<file path="src/rtl/stat_pkg.sv">
// Shared definitions for the ALU status register: operation classes and
// the bit positions of every flag inside the 8-bit status word.
package stat_pkg;
    typedef enum logic [1:0] {
        OPK_ADD   = 2'd0,
        OPK_SUB   = 2'd1,
        OPK_ROT   = 2'd2,
        OPK_LOGIC = 2'd3
    } op_kind_e;

    localparam int STAT_W  = 8;
    localparam int BIT_C   = 0;
    localparam int BIT_AC  = 1;
    localparam int BIT_Z   = 2;
    localparam int BIT_OV  = 3;
    localparam int BIT_PD  = 4;
    localparam int BIT_TO  = 5;
endpackage

</file>
<file path="src/rtl/arith_flags.sv">
// Combinational flag generator. It rebuilds the adder carries from the
// operands so the flags are independent of how the datapath formed its
// result. Assumes subtract is A + ~B + 1 (carries mean "no borrow").
module arith_flags #(
    parameter int DATA_W = 8,
    parameter int NIB_W  = 4
) (
    input  logic [DATA_W-1:0] a,
    input  logic [DATA_W-1:0] b,
    input  logic              is_sub,
    output logic              c_out,
    output logic              hc_out,
    output logic              ov_out
);
    localparam int LOW_W = DATA_W - 1;

    logic [DATA_W-1:0] b_eff;
    logic [DATA_W:0]   full_sum;
    logic [NIB_W:0]    nib_sum;
    logic [LOW_W:0]    low_sum;

    // Effective adder: invert B and inject carry-in for subtraction.
    always_comb begin
        b_eff    = is_sub ? ~b : b;
        full_sum = {1'b0, a} + {1'b0, b_eff} + {{DATA_W{1'b0}}, is_sub};
        nib_sum  = {1'b0, a[NIB_W-1:0]} + {1'b0, b_eff[NIB_W-1:0]}
                 + {{NIB_W{1'b0}}, is_sub};
        low_sum  = {1'b0, a[LOW_W-1:0]} + {1'b0, b_eff[LOW_W-1:0]}
                 + {{LOW_W{1'b0}}, is_sub};
    end

    // Flag extraction: carry out, nibble carry, and carry-in XOR carry-out at the MSB.
    always_comb begin
        c_out  = full_sum[DATA_W];
        hc_out = nib_sum[NIB_W];
        ov_out = low_sum[LOW_W] ^ full_sum[DATA_W];
    end
endmodule

</file>
<file path="src/rtl/event_flags.sv">
// Power-down and time-out flag holder driven by single-cycle system
// strobes. Assumes each strobe is high for one clock per event.
module event_flags (
    input  logic clk,
    input  logic rst_n,
    input  logic pwr_up,
    input  logic wdt_clr,
    input  logic halt,
    input  logic wdt_tmo,
    output logic pd_flag,
    output logic to_flag
);
    logic clr_any;

    // Combined clear request shared by both flags.
    always_comb clr_any = pwr_up | wdt_clr;

    // Power-down flag: a clear outranks halt.
    always_ff @(posedge clk) begin
        if (!rst_n)       pd_flag <= 1'b0;
        else if (clr_any) pd_flag <= 1'b0;
        else if (halt)    pd_flag <= 1'b1;
    end

    // Time-out flag: expiry outranks every clear, halt included.
    always_ff @(posedge clk) begin
        if (!rst_n)               to_flag <= 1'b0;
        else if (wdt_tmo)         to_flag <= 1'b1;
        else if (clr_any || halt) to_flag <= 1'b0;
    end
endmodule

</file>
<file path="src/rtl/alu_status_reg.sv">
// Top of the status register. It registers the arithmetic flags selected
// by the operation class and assembles the 8-bit status word. Assumes
// `result` is valid whenever `op_wr` is high.
module alu_status_reg
    import stat_pkg::*;
#(
    parameter int DATA_W = 8
) (
    input  logic              clk,
    input  logic              rst_n,
    input  logic [DATA_W-1:0] op_a,
    input  logic [DATA_W-1:0] op_b,
    input  logic [DATA_W-1:0] result,
    input  logic [1:0]        op_kind,
    input  logic              op_wr,
    input  logic              rot_bit,
    input  logic              pwr_up,
    input  logic              wdt_clr,
    input  logic              halt,
    input  logic              wdt_tmo,
    output logic [STAT_W-1:0] status,
    output logic              carry
);
    localparam int NIB_W = DATA_W / 2;

    op_kind_e kind;
    logic     c_new, hc_new, ov_new;
    logic     c_q, hc_q, z_q, ov_q;
    logic     pd_q, to_q;
    logic     is_arith;

    // Decode the operation class.
    always_comb begin
        kind     = op_kind_e'(op_kind);
        is_arith = (kind == OPK_ADD) || (kind == OPK_SUB);
    end

    arith_flags #(.DATA_W(DATA_W), .NIB_W(NIB_W)) u_arith (
        .a      (op_a),
        .b      (op_b),
        .is_sub (kind == OPK_SUB),
        .c_out  (c_new),
        .hc_out (hc_new),
        .ov_out (ov_new)
    );

    event_flags u_evt (
        .clk     (clk),
        .rst_n   (rst_n),
        .pwr_up  (pwr_up),
        .wdt_clr (wdt_clr),
        .halt    (halt),
        .wdt_tmo (wdt_tmo),
        .pd_flag (pd_q),
        .to_flag (to_q)
    );

    // Carry: arithmetic carry or rotated-out bit.
    always_ff @(posedge clk) begin
        if (!rst_n)                         c_q <= 1'b0;
        else if (op_wr && is_arith)         c_q <= c_new;
        else if (op_wr && kind == OPK_ROT)  c_q <= rot_bit;
    end

    // Half-carry and overflow: arithmetic operations only.
    always_ff @(posedge clk) begin
        if (!rst_n) begin
            hc_q <= 1'b0;
            ov_q <= 1'b0;
        end else if (op_wr && is_arith) begin
            hc_q <= hc_new;
            ov_q <= ov_new;
        end
    end

    // Zero: every class except rotate.
    always_ff @(posedge clk) begin
        if (!rst_n)                        z_q <= 1'b0;
        else if (op_wr && kind != OPK_ROT) z_q <= (result == '0);
    end

    // Status word assembly; unused upper bits tied low.
    always_comb begin
        status         = '0;
        status[BIT_C]  = c_q;
        status[BIT_AC] = hc_q;
        status[BIT_Z]  = z_q;
        status[BIT_OV] = ov_q;
        status[BIT_PD] = pd_q;
        status[BIT_TO] = to_q;
        carry          = c_q;
    end
endmodule

</file>
<file path="config.mk">
export PLATFORM = sky130hd
export DESIGN_NAME = alu_status_reg
export DESIGN_NICKNAME = d
export VERILOG_FILES = /design/src/rtl/stat_pkg.sv /design/src/rtl/arith_flags.sv /design/src/rtl/event_flags.sv /design/src/rtl/alu_status_reg.sv
export SDC_FILE = /design/constraint.sdc
export NUM_CORES = 1
export LEC_CHECK = 0
export BUFFER_PORTS_ARGS = -buffer_cell sky130_fd_sc_hd__buf_2
export CORE_UTILIZATION = 30
export CTS_CLUSTER_SIZE = 12
export DETAILED_ROUTE_END_ITERATION = 12
export HOLD_SLACK_MARGIN = 0.08
export PLACE_DENSITY = 0.72
export REMOVE_ABC_BUFFERS = 1
export SYNTH_ARGS = -nofsm -noshare
export SYNTH_HDL_FRONTEND = slang
export SYNTH_SLANG_ARGS = --single-unit
export TNS_END_PERCENT = 30
</file>
<file path="constraint.sdc">
create_clock -name clk -period 1.6 [get_ports clk]
set_input_delay 0.16 -clock clk [delete_from_list [all_inputs] [get_ports clk]]
set_output_delay 0.16 -clock clk [all_outputs]
set_load 0.03 [all_outputs]
</file>
=== Yosys cells after proc, flatten, opt, wreduce, memory -nomap -nowiden ===
Index checks and enable logic that the tools add are counted.
W data, S select, Z words.

* Flip-flop bits (word level): 6
* Output and inout port bits: 9
* Logic and storage cells: 34

* Eq/ne operators: 3
* Mux-type cells: 5
* Add/sub/neg operators: 6
* Bitwise operators: 4
* Reductions and logical operators: 10

{| class="wikitable"
|+ Operators by type and width
! operator !! count
|-
| $add A8 B8 Y9 || 1
|-
| $add A9 B1 Y9 || 1
|-
| $add A7 B7 Y8 || 1
|-
| $add A8 B1 Y8 || 1
|-
| $logic_not A8 Y1 || 1
|-
| $mux W8 || 1
|-
| $not A8 Y8 || 1
|-
| $add A4 B4 Y5 || 1
|-
| $add A5 B1 Y5 || 1
|-
| $mux W1 || 4
|-
| $reduce_bool A2 Y1 || 2
|-
| $logic_and A1 B1 Y1 || 3
|-
| $eq A2 B1 Y1 const B || 1
|-
| $eq A2 B2 Y1 const B || 1
|-
| $logic_not A2 Y1 || 1
|-
| $logic_or A1 B1 Y1 || 2
|-
| $ne A2 B2 Y1 const B || 1
|-
| $reduce_or A2 Y1 || 1
|-
| $not A1 Y1 || 1
|-
| $or A1 B1 Y1 || 1
|-
| $xor A1 B1 Y1 || 1
|}

=== Logic depth before layout (Yosys ltp) ===
* Depth in word-level cells: 5
* Depth in mapped cells: 9
* Gate-level depth less buffers: 8

=== Modules after synthesis ===
A second synthesis with hierarchy kept.

* Cell total of the unflattened synthesis: 69
* Area total of the unflattened synthesis: 613.1 sq um

{| class="wikitable"
|+ By module, submodules not included
! module !! cells each !! area an instance (sq um) !! sequential area each (sq um) !! instances
|-
| arith_flags || 33 || 272.8 || 0.0 || 1
|-
| alu_status_reg || 30 || 267.8 || 80.1 || 1
|-
| event_flags || 6 || 72.6 || 40.0 || 1
|}

=== Worst setup path after synthesis ===
Ideal clock, no wire load.

* Path kind: input port to flip-flop
* Start point: input op_kind[1]
* End point: register ov_q
* Setup slack: -122 ps
* Path buffers: 1
* Arrival: 1,602 ps
* Setup time: 119 ps
* Cell stages on the path: 9
* Cell sequence: nand2b_1 -> buf_2 -> xnor2_1 -> ha_1 -> a21o_1 -> a221oi_2 -> o21ai_2 -> mux2i_1 -> a21oi_1

* Cells in the longest elaborated chain, start to end: 5
* Elaborated cells on any way between the ends: 10
* Those cells by class: add/sub: 4; eq/ne: 1; mux: 1; bitwise: 1; reduce/logical: 3

{| class="wikitable"
|+ Ends and longest elaborated chain
! element !! line !! text
|-
| from (decl) || alu_status_reg.sv:14 || <nowiki>input logic [1:0] op_kind,</nowiki>
|-
| $eq A2 B1 Y1 || alu_status_reg.sv:35, alu_status_reg.sv:41 ||
|-
| $mux W8 || arith_flags.sv:24 || <nowiki>b_eff = is_sub ? ~b : b;</nowiki>
|-
| $add A8 B8 Y9 / $add A7 B7 Y8 (equally long branches) || arith_flags.sv:25, arith_flags.sv:28 ||
|-
| $add A9 B1 Y9 / $add A8 B1 Y8 (equally long branches) || arith_flags.sv:25, arith_flags.sv:29 ||
|-
| $xor A1 B1 Y1 || arith_flags.sv:36 || <nowiki>ov_out = low_sum[LOW_W] ^ full_sum[DATA_W];</nowiki>
|-
| to (signal assigned) || alu_status_reg.sv:72 || <nowiki>ov_q <= ov_new;</nowiki>
|-
| to (decl) || alu_status_reg.sv:28 || <nowiki>logic c_q, hc_q, z_q, ov_q;</nowiki>
|}

Several ways; a longest one is shown, not always the timed one.
A chain may end at the register's enable or synchronous reset.

=== Final worst setup path ===
Ends and elaborated chain as after synthesis.

==> results.py <==
metrics = {
    "critical_path": {
        "crit_path_max_incr_delay_ps": 260,
        "crit_family": "compound AO/OA/AOI/OAI gates",
        "start_kind": "input pin",
        "worstPathCellList": "buf_2 > nand2b_4 > buf_4 > xnor2_1 > ha_1 > o21a_1 > o211ai_1 > o21ai_2 > mux2i_1 > a21oi_1",
        "cp_max_fo": 5,
        "cp.required_ps": 1730,
        "path_buf_inv": 2,
        "crit_type": "in2reg",
        "crit_slowest_cell": "ha_1",
        "cp-end-kind": "flop",
        "cp_data_arrival_time_ps": 1640,
    },
    "synth": {
        "synth_cell_types": 30,
        "synthCells": 67,
        "synth-seq-cells": 6,
        "synth_area_leader_cell": "dfxtp_1",
        "synthTopCellsByArea": "dfxtp_1 (20%), ha_1 (14%), xnor2_1 (10%)",
        "synth_flop_cell": "dfxtp_1",
        "ys_top_cells_by_count": "buf_4 (8), ha_1 (7), xnor2_1 (7)",
        "yosysMostFrequentCell": "buf_4",
        "synth-edff-count": 0,
        "synth_top_cell_area_share_pct": 19.7,
        "synthArstFlopShare_pct": 0,
        "yosysWarnings": 0,
        "synth_seq_area_share_pct": 19.7,
        "synth_area_sq_um": 611,
        "avgSynthCellArea_sq_um": 9.11,
    },
    "sta": {
        "fin_ws_ps": 88.2,
        "period_needed_ps": 1510,
        "rsz0062_at_grt": "no",
        "report.final.slew_viol_count": 0,
        "final.period_utilization_pct": 94.5,
        "setup_viol": 0,
        "hold-worst-slack_ps": 99.6,
        "fmax_mhz": 661,
        "finClkSkew_ps": 0,
        "final_hold_viol_count": 0,
        "finalSetupTns_ps": 0,
    },
    "routing": {
        "wl_per_cell_um": 10.5,
        "via_per_inst": 4.67,
        "route.vias.total": 621,
        "drt-initial-drc-count": 9,
        "wl_met3_um": 96,
        "ant_nets": 0,
        "post-route-drc-count": 0,
        "met2_length_um": 703,
        "wl_mm": 1.40,
        "maxUsedRoutingLayer": "met4",
        "dr.pass1.iters": 4,
        "met1_length_um": 588,
    },
    "global_routing": {
        "gr-usage-all-layers_pct": 12.9,
        "antenna_found_initial": 0,
        "grt_max_degree": 7,
        "grt_pass1_wl_mm": 1.93,
        "grt-ovfl-total": 0,
        "grt_pass1_vias": 493,
    },
    "die": {
        "start_util_pct": 33.5,
        "dieArea_sq_um": 2220,
        "io_pins": 43,
        "die_x_um": 47.1,
        "die_height_um": 47.1,
        "std_cell_rows": 15,
        "core_sq_um": 1820,
    },
    "clock_network": {
        "clkSinkCount": 6,
        "cts_tree": "built",
        "cts-root-buf": "clkbuf_4",
        "postCtsHoldBufs": 0,
        "path_clk_slew_ps": 50,
        "cts.path.max_buffers": 2,
        "cts-buffers-inserted": 3,
        "insertion_delay_ps": 240,
        "h-tree-depth": 1,
    },
    "placement": {
        "place_ws_ps": -315,
        "place_hpwl_mm": 1.24,
        "place.gp.congestion": 0.687,
        "io_buffers": 40,
    },
    "pwr": {
        "cellPowerDensity_nw_per_um2": 619,
        "ir_drop_mv": 0.343,
        "finalPower_mw": 0.529,
        "power.leakage_nw": 0.427,
    },
    "finish": {
        "area_delta_synth_final_pct": 40.2,
        "drive_gt1_share_pct": 50.9,
        "utilization_pct": 47.0,
        "nets": 151,
        "num_antenna_cells": 0,
    },
    "status": {
        "status": "finished clean",
    },
    "job": {
        "cap_violations": 0,
    },
    "min_path": {
        "hp-class": "in2reg",
    },
}
kinds of logic after synthesis:
logic type | Yosys count | share of synthesized area [%]
AOI/OAI and AO/OA | 19 | 25.8
and+or+nand+nor | 17 | 17.2
buffers and inverters | 9 | 10.7
adders and majority gates | 7 | 14.3
xor gates and xnor gates | 7 | 10.0
DFF | 6 | 19.7
other | 1 | 0.614
muxes | 1 | 1.64
worst reg2reg max path: cells and delay by family (launching register included):
| family | cells | cell delay, ps |
|---|---|---|
| AO/OA/AOI/OAI | 1 | 140 |
| flip-flops | 1 | 310 |
| AND/OR/NAND/NOR | 1 | 240 |
state kept, by name, summed over array words and instances, names as in the netlist:
register       flops
hc_q               1
u_evt.pd_flag      1
carry              1
z_q                1
u_evt.to_flag      1
ov_q               1
power by group:
group / switching [mW] / total [mW] / internal, mW / leakage [nW]
clock: 0.0538 / 0.139 / 0.0848 / 0.0138
sequential: 0.00386 / 0.162 / 0.158 / 0.0492
combinational: 0.113 / 0.229 / 0.116 / 0.364
what timing repair did:
action,4_1_cts,5_1_grt
setup buffers,0,0
resized for setup,1,1
endpoints found under the setup margin,1,3
pin swaps,0,1
cell usage in the layout (no fill, tap or decap), types with 2 or more instances in the layout:
master	netlist	layout
ha_1	7	7
a21oi_1	2	2
a31oi_1	2	2
nand2_1	4	4
conb_1	1	2
buf_2	1	40
a21boi_0	2	2
nor4_1	2	2
o21ai_0	4	4
o21a_1	2	2
xnor2_1	7	7
clkbuf_4	0	3
dfxtp_1	6	6
nand2b_1	3	2
buf_4	8	6
final timing paths:
kind	slack, ps	to	cells after the start	startpoint
worst min register to register	460	z_q	2	z_q
worst min-delay path	100	u_evt.pd_flag	2	pwr_up
worst max register to register	850	u_evt.to_flag	2	u_evt.to_flag
worst max-delay path	90	ov_q	10	op_kind[1]
stage by stage:
step	cell area, sq um	std cells
after global placement	826	130
after global routing	856	133
after detailed placement	826	130
final	856	133
after CTS	851	133
after floorplan	549	59
final cells by class:
class / instances / area (sq um)
well taps: 25 / 31.3
clock buffers: 3 / 22.5
repair buffers: 46 / 245
fillers: 186 / 965
multi-input cells: 53 / 437
flip-flops and latches: 6 / 120
metal layers:
metal  global-route usage [%]  up-vias
met1                     15.6      272
met5                        0        -
met2                     20.3       26
met3                     6.54        2
li1                         -      321
met4                     3.43        0
(Power assumes the default switching activity.)
